$ cat src/rtl/booth_pkg.sv
package booth_pkg;

    typedef enum logic [1:0] {
        ST_IDLE = 2'd0,
        ST_STEP = 2'd1,
        ST_DONE = 2'd2
    } ctrl_state_t;

    typedef enum logic [1:0] {
        ACT_KEEP = 2'd0,
        ACT_ADD  = 2'd1,
        ACT_SUB  = 2'd2
    } step_act_t;

endpackage

$ cat src/rtl/booth_recode.sv
module booth_recode
    import booth_pkg::*;
(
    input  logic      q_lsb,
    input  logic      q_prev,
    output step_act_t act
);

    always_comb begin
        unique case ({q_lsb, q_prev})
            2'b10:   act = ACT_SUB;
            2'b01:   act = ACT_ADD;
            default: act = ACT_KEEP;
        endcase
    end

endmodule

$ cat src/rtl/booth_addsub.sv
module booth_addsub
    import booth_pkg::*;
#(
    parameter int W = 9
) (
    input  logic [W-1:0] acc,
    input  logic [W-1:0] opnd,
    input  step_act_t    act,
    output logic [W-1:0] res
);

    logic [W-1:0] opnd_sel;
    logic         cin;

    always_comb begin
        unique case (act)
            ACT_ADD: begin
                opnd_sel = opnd;
                cin      = 1'b0;
            end
            ACT_SUB: begin
                opnd_sel = ~opnd;
                cin      = 1'b1;
            end
            default: begin
                opnd_sel = '0;
                cin      = 1'b0;
            end
        endcase
        res = acc + opnd_sel + {{(W-1){1'b0}}, cin};
    end

endmodule

$ cat src/rtl/booth_ctrl.sv
module booth_ctrl
    import booth_pkg::*;
#(
    parameter int N = 8
) (
    input  logic clk,
    input  logic rst_n,
    input  logic start,
    output logic load,
    output logic step,
    output logic done
);

    localparam int CW = $clog2(N + 1);
    localparam logic [CW-1:0] CNT_INIT = CW'(N);
    localparam logic [CW-1:0] CNT_ONE  = CW'(1);

    ctrl_state_t    state_q, state_d;
    logic [CW-1:0]  cnt_q, cnt_d;

    always_ff @(posedge clk or negedge rst_n) begin
        if (!rst_n) begin
            state_q <= ST_IDLE;
            cnt_q   <= '0;
        end else begin
            state_q <= state_d;
            cnt_q   <= cnt_d;
        end
    end

    always_comb begin
        state_d = state_q;
        cnt_d   = cnt_q;
        load    = 1'b0;
        step    = 1'b0;
        done    = 1'b0;
        unique case (state_q)
            ST_IDLE: begin
                if (start) begin
                    load    = 1'b1;
                    cnt_d   = CNT_INIT;
                    state_d = ST_STEP;
                end
            end
            ST_STEP: begin
                step  = 1'b1;
                cnt_d = cnt_q - CNT_ONE;
                if (cnt_q == CNT_ONE) begin
                    state_d = ST_DONE;
                end
            end
            ST_DONE: begin
                done    = 1'b1;
                state_d = ST_IDLE;
            end
            default: state_d = ST_IDLE;
        endcase
    end

    // done lasts a single cycle
    p_done_single_r3: assert property (@(posedge clk) disable iff (!rst_n)
        (state_q == ST_DONE) |=> (state_q == ST_IDLE));

    // counter stays within 1..N while stepping
    p_cnt_range_r2: assert property (@(posedge clk) disable iff (!rst_n)
        (state_q == ST_STEP) |-> (cnt_q != '0 && cnt_q <= CNT_INIT));

    // each step cycle removes exactly one from the counter
    p_cnt_dec_r2: assert property (@(posedge clk) disable iff (!rst_n)
        (state_q == ST_STEP && cnt_q != CNT_ONE) |=>
            (state_q == ST_STEP && cnt_q == $past(cnt_q) - CNT_ONE));

    // start is not taken in the done cycle
    p_no_restart_r4: assert property (@(posedge clk) disable iff (!rst_n)
        (state_q == ST_DONE && start) |=> (state_q == ST_IDLE));

endmodule

$ cat src/rtl/booth_seq_mult.sv
module booth_seq_mult
    import booth_pkg::*;
#(
    parameter int N = 8
) (
    input  logic           clk,
    input  logic           rst_n,
    input  logic           start,
    input  logic [N-1:0]   mcand,
    input  logic [N-1:0]   mplier,
    output logic           done,
    output logic [2*N-1:0] product
);

    localparam int AW = N + 1;

    logic [N-1:0]  br_q;
    logic [AW-1:0] ac_q;
    logic [N-1:0]  qr_q;
    logic          qm1_q;

    logic          load, step;
    step_act_t     act;
    logic [AW-1:0] ac_next;
    logic [AW-1:0] br_ext;

    assign br_ext = {br_q[N-1], br_q};

    booth_ctrl #(.N(N)) u_ctrl (
        .clk   (clk),
        .rst_n (rst_n),
        .start (start),
        .load  (load),
        .step  (step),
        .done  (done)
    );

    booth_recode u_recode (
        .q_lsb  (qr_q[0]),
        .q_prev (qm1_q),
        .act    (act)
    );

    booth_addsub #(.W(AW)) u_addsub (
        .acc  (ac_q),
        .opnd (br_ext),
        .act  (act),
        .res  (ac_next)
    );

    always_ff @(posedge clk or negedge rst_n) begin
        if (!rst_n) begin
            br_q  <= '0;
            ac_q  <= '0;
            qr_q  <= '0;
            qm1_q <= 1'b0;
        end else if (load) begin
            br_q  <= mcand;
            ac_q  <= '0;
            qr_q  <= mplier;
            qm1_q <= 1'b0;
        end else if (step) begin
            {ac_q, qr_q, qm1_q} <= {ac_next[AW-1], ac_next, qr_q};
        end
    end

    assign product = {ac_q[N-1:0], qr_q};

    // the accepting edge clears accumulator and extra bit
    p_load_clear_r2: assert property (@(posedge clk) disable iff (!rst_n)
        load |=> (ac_q == '0 && qm1_q == 1'b0));

    // an equal pair only shifts the accumulator arithmetically
    p_skip_shift_r5: assert property (@(posedge clk) disable iff (!rst_n)
        (step && (qr_q[0] == qm1_q)) |=>
            (ac_q == {$past(ac_q[AW-1]), $past(ac_q[AW-1:1])}));

    // the multiplicand is not reloaded while not idle
    p_br_hold_r4: assert property (@(posedge clk) disable iff (!rst_n)
        (step || done) |=> $stable(br_q));

    // the guard bit always agrees with the n-bit sign after a step
    p_guard_sign_r7: assert property (@(posedge clk) disable iff (!rst_n)
        done |-> (ac_q[AW-1] == ac_q[AW-2]));

    // product is unchanged in the cycle after done
    p_prod_hold_r3: assert property (@(posedge clk) disable iff (!rst_n)
        done |=> $stable(product));

endmodule

$ cat config.mk
export PLATFORM = sky130hd
export DESIGN_NAME = booth_seq_mult
export DESIGN_NICKNAME = d
export VERILOG_FILES = /design/src/rtl/booth_pkg.sv /design/src/rtl/booth_recode.sv /design/src/rtl/booth_addsub.sv /design/src/rtl/booth_ctrl.sv /design/src/rtl/booth_seq_mult.sv
export SDC_FILE = /design/constraint.sdc
export NUM_CORES = 1
export LEC_CHECK = 0
export ABC_AREA = 1
export CORE_ASPECT_RATIO = 0.9
export CORE_MARGIN = 1
export CORE_UTILIZATION = 30
export DETAILED_ROUTE_END_ITERATION = 12
export HOLD_SLACK_MARGIN = 0.05
export SYNTH_ARGS = -nofsm -noshare
export SYNTH_HDL_FRONTEND = slang
export SYNTH_SLANG_ARGS = --single-unit
export TNS_END_PERCENT = 50
$ cat constraint.sdc
create_clock -name clk -period 5.3 [get_ports clk]
set_input_delay 0.795 -clock clk [delete_from_list [all_inputs] [get_ports clk]]
set_output_delay 0.795 -clock clk [all_outputs]
set_load 0.02 [all_outputs]
==> results of run 1 <==
worst max-delay path, stage by stage (launching register included):
cell	delay, ns
dfrtp_1	0.40
nor2_1	0.39
a21oi_1	0.16
fa_1	0.42
fa_1	0.37
inv_1	0.07
nand2_1	0.06
nand2_1	0.09
nand3_1	0.10
nand2_1	0.08
nand2_1	0.05
nand3_1	0.06
nand2_1	0.05
metal layers:
| layer | up-vias | track usage, % | part of all wire [%] |
|---|---|---|---|
| met2 | 24 | 24.2 | 48 |
| met4 | 0 | 6.90 | 1.9 |
| li1 | 787 | - | - |
| met5 | - | 0 | 0 |
| met1 | 701 | 16.4 | 47 |
| met3 | 7 | 2.41 | 2.8 |
cells in the final DEF (no fill, tap or decap):
master | Yosys | layout
a21oi_1 | 5 | 5
a31oi_1 | 1 | 1
and2_1 | 1 | 1
buf_4 | 1 | 1
clkbuf_1 | 0 | 1
clkbuf_8 | 0 | 7
clkdlybuf4s50_1 | 0 | 35
dfrtp_1 | 31 | 31
fa_1 | 2 | 2
ha_1 | 9 | 9
inv_1 | 30 | 30
inv_2 | 4 | 4
inv_6 | 1 | 1
nand2_1 | 80 | 80
nand2_4 | 2 | 2
nand3_1 | 11 | 11
nand3b_1 | 1 | 1
nor2_1 | 11 | 11
nor2_2 | 1 | 1
nor2_4 | 1 | 1
nor2_8 | 1 | 1
nor3_1 | 1 | 1
o21ai_0 | 10 | 10
o21ai_1 | 1 | 1
o221ai_1 | 8 | 8
o22ai_1 | 5 | 5
or2_1 | 1 | 1
xnor2_1 | 1 | 1
kinds of logic after synthesis:
logic type / after synthesis / synth area share, %
adders and majority gates: 11 / 8.56
buffers and inverters: 39 / 9.96
xor gates and xnor gates: 1 / 0.491
and+or+nand+nor: 111 / 27.0
DFF: 31 / 43.5
AOI/OAI and AO/OA: 30 / 10.5
report_power, final:
| group | switching [mW] | total, mW | internal (mW) | leakage, nW |
|---|---|---|---|---|
| sequential | 0.0799 | 0.438 | 0.358 | 0.377 |
| clock | 0.0870 | 0.205 | 0.118 | 0.0515 |
| combinational | 0.524 | 0.906 | 0.383 | 0.711 |
through the flow:
| step | instance area [sq um] | hold slack (ns) |
|---|---|---|
| 2_1_floorplan | 1780 | 0.444 |
| 3_3_place_gp | 2190 | 0.466 |
| 3_5_place_dp | 2190 | 0.479 |
| 4_1_cts | 2290 | 0.487 |
| 5_1_grt | 2290 | 0.513 |
| 6_report | 2290 | 0.480 |
cell type report:
type | instances | area [sq um]
clock buffers | 8 | 100
fillers | 556 | 3400
inverters | 35 | 136
multi-input cells | 153 | 831
flip-flops and latches | 31 | 776
well taps | 70 | 87.6
repair buffers | 36 | 358
state kept, by name, indices dropped and copies added (netlist names):
signal / cells
qr_q: 8
br_q: 8
ac_q: 8
u_ctrl.cnt_q: 4
u_ctrl.state_q: 2
qm1_q: 1
final timing paths:
| path | start | to | slack (ns) |
|---|---|---|---|
| max reg2reg | qr_q[0] | ac_q[7] | 2.90 |
| max | qr_q[0] | ac_q[7] | 2.90 |
| min in group asynchronous | rst_n | u_ctrl.cnt_q[3] | 0.90 |
| min | u_ctrl.cnt_q[3] | u_ctrl.cnt_q[3] | 0.48 |
| max in group asynchronous | rst_n | ac_q[7] | 4.11 |
| min reg2reg | u_ctrl.cnt_q[3] | u_ctrl.cnt_q[3] | 0.48 |
==> metrics, run 1 <==
most numerous cell in the Yosys netlist nand2_1; run status complete, no violations; die outline height 75.2 microns; headroom to the max-slew limit 69.6%; detailed-route wire length 3.89 mm; drt pass-1 iters 4; maximum number of pins on one net before global-route repair 32; Clock Tree Root clkbuf_8; unrepaired setup endpoints after global routing false; placement row count 26; average detailed-routed wire length per instance 11.7 microns; IO buf count 35; reported max-cap violation count 0; number of antenna violations at the first check in global routing 0; GRT Total Usage 13.6%; post-CTS setup buffer count 0; synth-to-layout area growth 28.3%; clk_lat worst skew 0.28 ns; leakage power summed over all cells 1.14 nW; CORE AREA 5690 sq um; synthesized net count 253; biggest area consumer among synthesized cells dfrtp_1; final cell utilization of the core 40.2%; RD Place Congestion 0.788; distinct cell type count of the synthesized netlist 26; count of vias placed by the detailed router 1519; power density over cell area 677 nW/um^2; post-route minimum period 2.40 ns; startpoint type of the worst setup path flop; DRT iter0 DRCs 73; CP Data Required Time 5.48 ns; number of remaining DRC errors 0; Area contributors post-synth dfrtp_1 43%, nand2_1 17%, ha_1 6.3%, inv_1 6.3%, o221ai_1 3.9%; number of clock sinks 31; final worst-path setup slack 2.90 ns; instance count of the mapped netlist 223; Congestion Overflow GR 0; actual transition at the worst max-transition pin 0.455 ns; Mapped Avg Cell Area 8.00 sq um; Final Max Slew Viols 0; Critical Path End Type flop; worst hold-check path type flop to flop; final hold violation count 0; number of synthesized register bits 31; timing-limited maximum frequency 0.416 GHz; deepest level of the CTS H-tree 2; clock tree from TritonCTS done; Yosys Warn Count 0; via count of the first global-routing pass 1477; area share of the largest cell type after synthesis 43.5%; worst vdd ir 0.000164 V; number of antenna cells inserted 0; final setup violation count 0; Max clock buf depth 2; Resized cells post-CTS 0; worst reg2reg path depth 12; count of antenna-violating nets left after detailed routing 0; hold path cells 1; HPWL Detailed 2.94 mm; hold buffer count at CTS 0; maximum net fanout on the critical path 8; non-filler instance count after layout 333; share of cells above drive strength 1 6.84%; Commonest cells post-synth 80 x nand2_1, 31 x dfrtp_1, 30 x inv_1; portion of the post-synthesis area used by sequential elements 43.5%; effective utilization at floorplan 31.3%; Inst Count DP 325; ys async rst share 100%; post-synthesis instance area 1780 sq um; Final Power 1.55 mW; Main synth FF type dfrtp_1; TritonCTS buffer count 5; first-pass GRT wire length 6.58 mm; IO Pins 36; post-place setup slack 2.90 ns; sum of negative setup slack 0 ns; nets@finish 292; Total Die Area 6260 sq um; die width 83.3 microns; worst-case clock skew 0.00308 ns; kind of critical path flop to flop; number of enable flip-flop cells after synthesis 0; arrival time of data at the critical path endpoint 2.58 ns; period utilisation layout 45.4%; clock-pin slew reported for the worst setup and hold paths after clock tree synthesis 0.06 ns; detail-routed via count per cell 4.56
Power figures use the tool's default switching activity.
==> run 2, diff against run 1 <==
clock period = 1.9 ns   (was 5.3 ns; I/O delays follow)
==> run 2 against run 1 <==
- routed wire length down 1.5%
- largest cell class unchanged
- clock skew up 0.0030 ns
- worst setup slack worse by 3.0 ns
- final cell count up 3.6%
- the flow now finishes with violations (negative setup slack)
- sequential power rose to 2.8 times the previous value
==> metrics, run 2 (synthesized netlist as in run 1, its figures left out) <==
minimum setup slack among reg-to-reg paths -0.11 ns (-3.01 ns); R2R Path Start qm1_q; IO buf count 35 (unchanged); unrepaired setup endpoints after global routing true; CORE AREA 5690 sq um (unchanged); Final Power 4.59 mW (+200%); sum of negative setup slack -0.303 ns (-0.303 ns); via count of the first global-routing pass 1503 (+1.8%); number of antenna cells inserted 0 (unchanged); reported max-cap violation count 0 (unchanged); detailed-route wire length 3.83 mm (-1.5%); clock-pin slew reported for the worst setup and hold paths after clock tree synthesis 0.07 ns (about the same); effective utilization at floorplan 31.3% (unchanged); number of antenna violations at the first check in global routing 0 (unchanged); largest registers ac_q x8, br_q x8, qr_q x8; count of buffering cells on the critical path with inverters included 2 (+1); deepest level of the CTS H-tree 2 (unchanged); placement row count 26 (unchanged); die width 83.3 microns (unchanged); Final Max Slew Viols 0 (unchanged); die outline height 75.2 microns (unchanged); run status finished, violations left; Max clock buf depth 2 (unchanged); DRT iter0 DRCs 57 (-22%); kind of critical path flop to flop; arrival time of data at the critical path endpoint 2.20 ns (-0.38 ns); actual transition at the worst max-transition pin 0.402 ns (-0.0532 ns); first-pass GRT wire length 6.96 mm (+5.8%); hold buffer count at CTS 0 (unchanged); Internal Power 2.54 mW (+200%); clk_lat worst skew 0.29 ns (about the same); power share of the combinational group 61.9% (+3.4 points); share of cells above drive strength 1 15.6% (+8.8 points); Clock Tree Root clkbuf_8; clock tree from TritonCTS done; timing-limited maximum frequency 0.498 GHz (+20%); Total Die Area 6260 sq um (unchanged); HPWL Detailed 2.90 mm (-1.4%); average detailed-routed wire length per instance 11.1 microns (-4.9%); peak per-stage delay on the critical path 0.37 ns (-0.05 ns); violated checks negative setup slack; final worst-path setup slack -0.109 ns (-3.01 ns); cell at the slowest stage of the critical path dfrtp_1; worst reg2reg path depth 14 (+2); count of vias placed by the detailed router 1549 (+2.0%); RD Place Congestion 0.824 (+4.5%); Congestion Overflow GR 0 (unchanged); detail-routed via count per cell 4.49 (-1.6%); synth-to-layout area growth 35.1%; GRT Total Usage 14.3% (+0.64 points); startpoint type of the worst setup path flop; TritonCTS buffer count 5 (unchanged); most used cell, CP nand2_1; worst-case clock skew 0.00604 ns (+0.00296 ns); period utilisation layout 106% (+60 points); Worst R2R End ac_q[7]; count of antenna-violating nets left after detailed routing 0 (unchanged); IO Pins 36 (unchanged); number of remaining DRC errors 0 (unchanged); most frequent cells in the layout 76 x nand2_1, 35 x clkdlybuf4s50_1, 30 x dfrtp_1; ordered cell list for the critical path inv_2 > nand2_4 > nor2_4 > a21oi_2 > fa_2 > fa_2 > inv_2 > nand2_2 > nand2_2 > nand3_1 > nand2_1 > nand2_1 > nand3_1 > nand2_1; kind of cell adding the most delay to the critical path adder cells; drt pass-1 iters 4 (unchanged); headroom to the max-slew limit 73.2% (+3.7 points); number of clock sinks 31 (unchanged); Critical Path End Type flop; maximum net fanout on the critical path 4 (-4); final hold violation count 0 (unchanged); post-route minimum period 2.01 ns (-0.394 ns); nets@finish 304 (+4.1%); Clock power frac 11.4% (-1.9 points); most frequent standard cell in the layout excluding fill and tap cells nand2_1; CP Data Required Time 2.09 ns (-3.39 ns); worst vdd ir 0.000782 V (+380%); power density over cell area 1910 nW/um^2 (+180%); part of the total power dissipated in sequential elements 26.8% (-1.5 points); maximum number of pins on one net before global-route repair 32 (unchanged); final setup violation count 3 (+3); worst hold-check path type input pin to asynchronous set/reset pin; leakage power summed over all cells 1.19 nW (+4.3%); net switching power figure 2.06 mW (+200%); Sw Share 44.7% (+0.18 points)
run 2: changes by cell type in the layout (fill, tap and decap cells not counted), sizes merged:
cell,delta
clkinvlp,+2
clkinv,+1
buf,+12
clkbuf,-3
run 2: worst max path at each step:
stage	from	endpoint	slack (ns)	cells past startpoint
after global routing	qm1_q	ac_q[7]	-0.26	14
after CTS	qm1_q	ac_q[7]	-0.11	14
after detailed placement	qm1_q	ac_q[7]	-0.12	14
after global placement	qm1_q	ac_q[7]	-0.07	14
final	qm1_q	ac_q[7]	-0.11	14
after floorplan	qr_q[0]	ac_q[5]	-0.04	12
run 2: per-stage QoR:
stage	area [sq um]	setup slack, ns	util [%]	std cells	hold slack [ns]
6_report	2410	-0.109	42.4	345	0.386
3_3_place_gp	2300	-0.0740	40.3	335	0.465
5_1_grt	2410	-0.259	42.4	345	0.441
3_5_place_dp	2300	-0.117	40.3	335	0.483
2_1_floorplan	1820	-0.0411	-	223	-0.0106
4_1_cts	2410	-0.108	42.3	345	0.397
run 2: power by group through the flow:
stage | sequential (mW) | clock (mW) | combinational, mW
after global placement | 1.24 | 0 | 2.76
after detailed placement | 1.24 | 0 | 2.80
after global routing | 1.27 | 0.571 | 3.25
after floorplan | 1.40 | 0 | 1.72
final | 1.23 | 0.522 | 2.84
after CTS | 1.23 | 0.541 | 2.86
run 2: worst reg2reg max path: stages (launching register included):
cell and delay (ns):
dfrtp_1 0.37, inv_2 0.10, nand2_4 0.08, nor2_4 0.08
a21oi_2 0.05, fa_2 0.36, fa_2 0.35, inv_2 0.07
nand2_2 0.05, nand2_2 0.08, nand3_1 0.09, nand2_1 0.08
nand2_1 0.05, nand3_1 0.06, nand2_1 0.05
run 2: final cells by class:
class | count | area [sq um]
Fill cell | 597 | 3280
Multi-Input combinational cell | 153 | 870
Sequential cell | 31 | 777
Timing Repair Buffer | 48 | 452
Inverter | 35 | 136
Tap cell | 70 | 87.6
Clock buffer | 5 | 68.8
Clock inverter | 3 | 20.0
run 2: what timing repair did:
item,4_1_cts,5_1_grt
setup endpoints to repair,5,7
endpoints found under the hold margin,0,0
gates resized for setup,4,1
pin swaps,1,0
setup buffers,2,0
run 2: per-layer routing:
layer / share of wire, % / up-vias / GRT usage [%]
li1: - / 814 / -
met3: 2.7 / 7 / 2.74
met1: 52 / 701 / 19.0
met5: 0 / - / 0
met4: 2.2 / 0 / 7.47
met2: 43 / 27 / 22.5
==> run 3, diff against run 2 <==
CORE_MARGIN = 8   (was 1)
==> run 3 against run 2 <==
- the flow still finishes with violations (negative setup slack)
- flip-flop and latch count is the same
- via count grew 4.8%
- non-clock buffer count grew 5
- worst setup slack lost 0.042 ns
- sequential power is essentially flat
- power grew 11%
- largest cell class unchanged
- highest routed layer unchanged
==> metrics, run 3 (synthesized netlist as in run 1, its figures left out) <==
Max clock buf depth 2 (unchanged); Inst Count DP 337 (+0.60%); share of cells above drive strength 1 22.9% (+7.2 points); count of antenna-violating nets left after detailed routing 0 (unchanged); Filler cells 551 (-7.7%); headroom to the max-slew limit 73.3% (about the same); final cell utilization of the core 44.4% (+2.1 points); most frequent cells in the layout 70 x nand2_1, 35 x clkdlybuf4s50_1, 30 x dfrtp_1; violated checks negative setup slack; HPWL Detailed 3.31 mm (+14%); synth-to-layout area growth 42.5%; nets@finish 309 (+1.6%); Congestion Overflow GR 0 (unchanged); Critical Path Source qm1_q; maximum net fanout on the critical path 7 (+3); RD Place Congestion 0.858 (+4.2%); reported max-cap violation count 0 (unchanged); Final Power 5.11 mW (+11%); IO buf count 35 (unchanged); detailed-route wire length 4.50 mm (+18%); placement row count 26 (unchanged); CP Data Required Time 2.08 ns (about the same); largest registers ac_q x8, br_q x8, qr_q x8; die width 97.3 microns (+17%); Worst R2R End ac_q[5]; minimum setup slack among reg-to-reg paths -0.15 ns (-0.04 ns); final hold violation count 0 (unchanged); most frequent standard cell in the layout excluding fill and tap cells nand2_1; clock-pin slew reported for the worst setup and hold paths after clock tree synthesis 0.07 ns (about the same); unrepaired setup endpoints after global routing true; number of clock sinks 31 (unchanged); kind of critical path flop to flop; worst reg2reg path depth 13 (-1); number of remaining DRC errors 0 (unchanged); worst hold-check path type input pin to asynchronous set/reset pin; period utilisation layout 108% (+2.2 points); clock tree from TritonCTS done; power density over cell area 2010 nW/um^2 (+5.4%); R2R Path Start qm1_q; DRT iter0 DRCs 92 (+61%); clk_lat worst skew 0.29 ns (about the same); Clock Tree Root clkbuf_8; Critical Path End Type flop; run status finished, violations left; leakage power summed over all cells 1.23 nW (+3.7%); maximum number of pins on one net before global-route repair 32 (unchanged); number of antenna violations at the first check in global routing 0 (unchanged); final worst-path setup slack -0.151 ns (-0.0418 ns); arrival time of data at the critical path endpoint 2.23 ns (+0.03 ns); CORE AREA 5730 sq um (+0.57%); GRT Total Usage 10.7% (-3.6 points); first-pass GRT wire length 7.51 mm (+7.9%); actual transition at the worst max-transition pin 0.401 ns (-0.000674 ns); IO Pins 36 (unchanged); detail-routed via count per cell 4.64 (+3.3%); die outline height 89.2 microns (+19%); timing-limited maximum frequency 0.488 GHz (-2.0%); Total Die Area 8670 sq um (+39%); via count of the first global-routing pass 1555 (+3.5%); area occupied by multi-input gates 948 sq um (+9.1%); post-place setup slack -0.123 ns (-0.00636 ns); startpoint type of the worst setup path flop; number of antenna cells inserted 0 (unchanged); footprint of the flip-flops and latches 777 sq um (unchanged); final worst hold slack 0.397 ns (+0.0105 ns); post-route minimum period 2.05 ns (+0.0418 ns); average detailed-routed wire length per instance 12.9 microns (+16%); effective utilization at floorplan 31.2% (-0.18 points); worst vdd ir 0.000655 V (-16%); TritonCTS buffer count 5 (unchanged); count of vias placed by the detailed router 1623 (+4.8%); final setup violation count 4 (+1); drt pass-1 iters 4 (unchanged); Final Max Slew Viols 0 (unchanged); worst-case clock skew 0.00998 ns (+0.00394 ns); non-filler instance count after layout 350 (+1.4%); deepest level of the CTS H-tree 2 (unchanged)
-- run 3: how the worst max path moves through the flow --
| stage | slack [ns] | endpoint |
|---|---|---|
| final | -0.15 | ac_q[5] |
| after global routing | -0.30 | ac_q[5] |
| after CTS | -0.11 | ac_q[5] |
| after detailed placement | -0.12 | ac_q[7] |
| after global placement | -0.08 | ac_q[6] |
| after floorplan | -0.04 | ac_q[5] |
-- run 3: cell type report --
class	count	area share, %
Clock buffer	7	3.40
Clock inverter	1	0.197
Inverter	35	5.36
Multi-Input combinational cell	153	37.3
Sequential cell	31	30.6
Tap cell	70	3.44
Timing Repair Buffer	53	19.7
-- run 3: what timing repair did --
action                     CTS  global route
buffers inserted             1             4
hold buffers                 0             0
hold endpoints to repair     0             0
setup endpoints to repair    4             6
pin swaps                    3             9
resized for setup            3            22
-- run 3: where the power goes --
group / total, mW / switching, mW / leakage [nW] / internal (mW)
Clock: 0.542 / 0.250 / 0.0482 / 0.292
Combinational: 3.31 / 1.76 / 0.808 / 1.55
Sequential: 1.26 / 0.258 / 0.376 / 1.00
-- run 3: through the flow --
| stage | instance area [sq um] | TNS, ns |
|---|---|---|
| after floorplan | 1820 | -0.115 |
| after global placement | 2320 | -0.279 |
| after detailed placement | 2320 | -0.432 |
| after CTS | 2430 | -0.349 |
| after global routing | 2540 | -1.21 |
| final | 2540 | -0.435 |
-- run 3: routing by layer --
layer | wire, microns | share of wire (%) | GRT usage [%] | vias to the layer above
met3 | 219 | 4.9 | 2.78 | 7
met5 | 0 | 0 | 0 | -
met2 | 1970 | 44 | 16.3 | 34
li1 | - | - | - | 821
met4 | 89 | 2.0 | 6.04 | 0
met1 | 2220 | 49 | 13.6 | 761
-- run 3: worst max-delay path: stages (launching register included) --
cell and delay (ns):
dfrtp_1 0.37, inv_2 0.10, nand2_4 0.08, buf_12 0.14
fa_2 0.37, fa_2 0.34, inv_2 0.07, nand2_2 0.06
nand2_2 0.09, nand3b_1 0.10, nand2_1 0.08, nand2_1 0.05
nand3_1 0.06, nand2_1 0.05
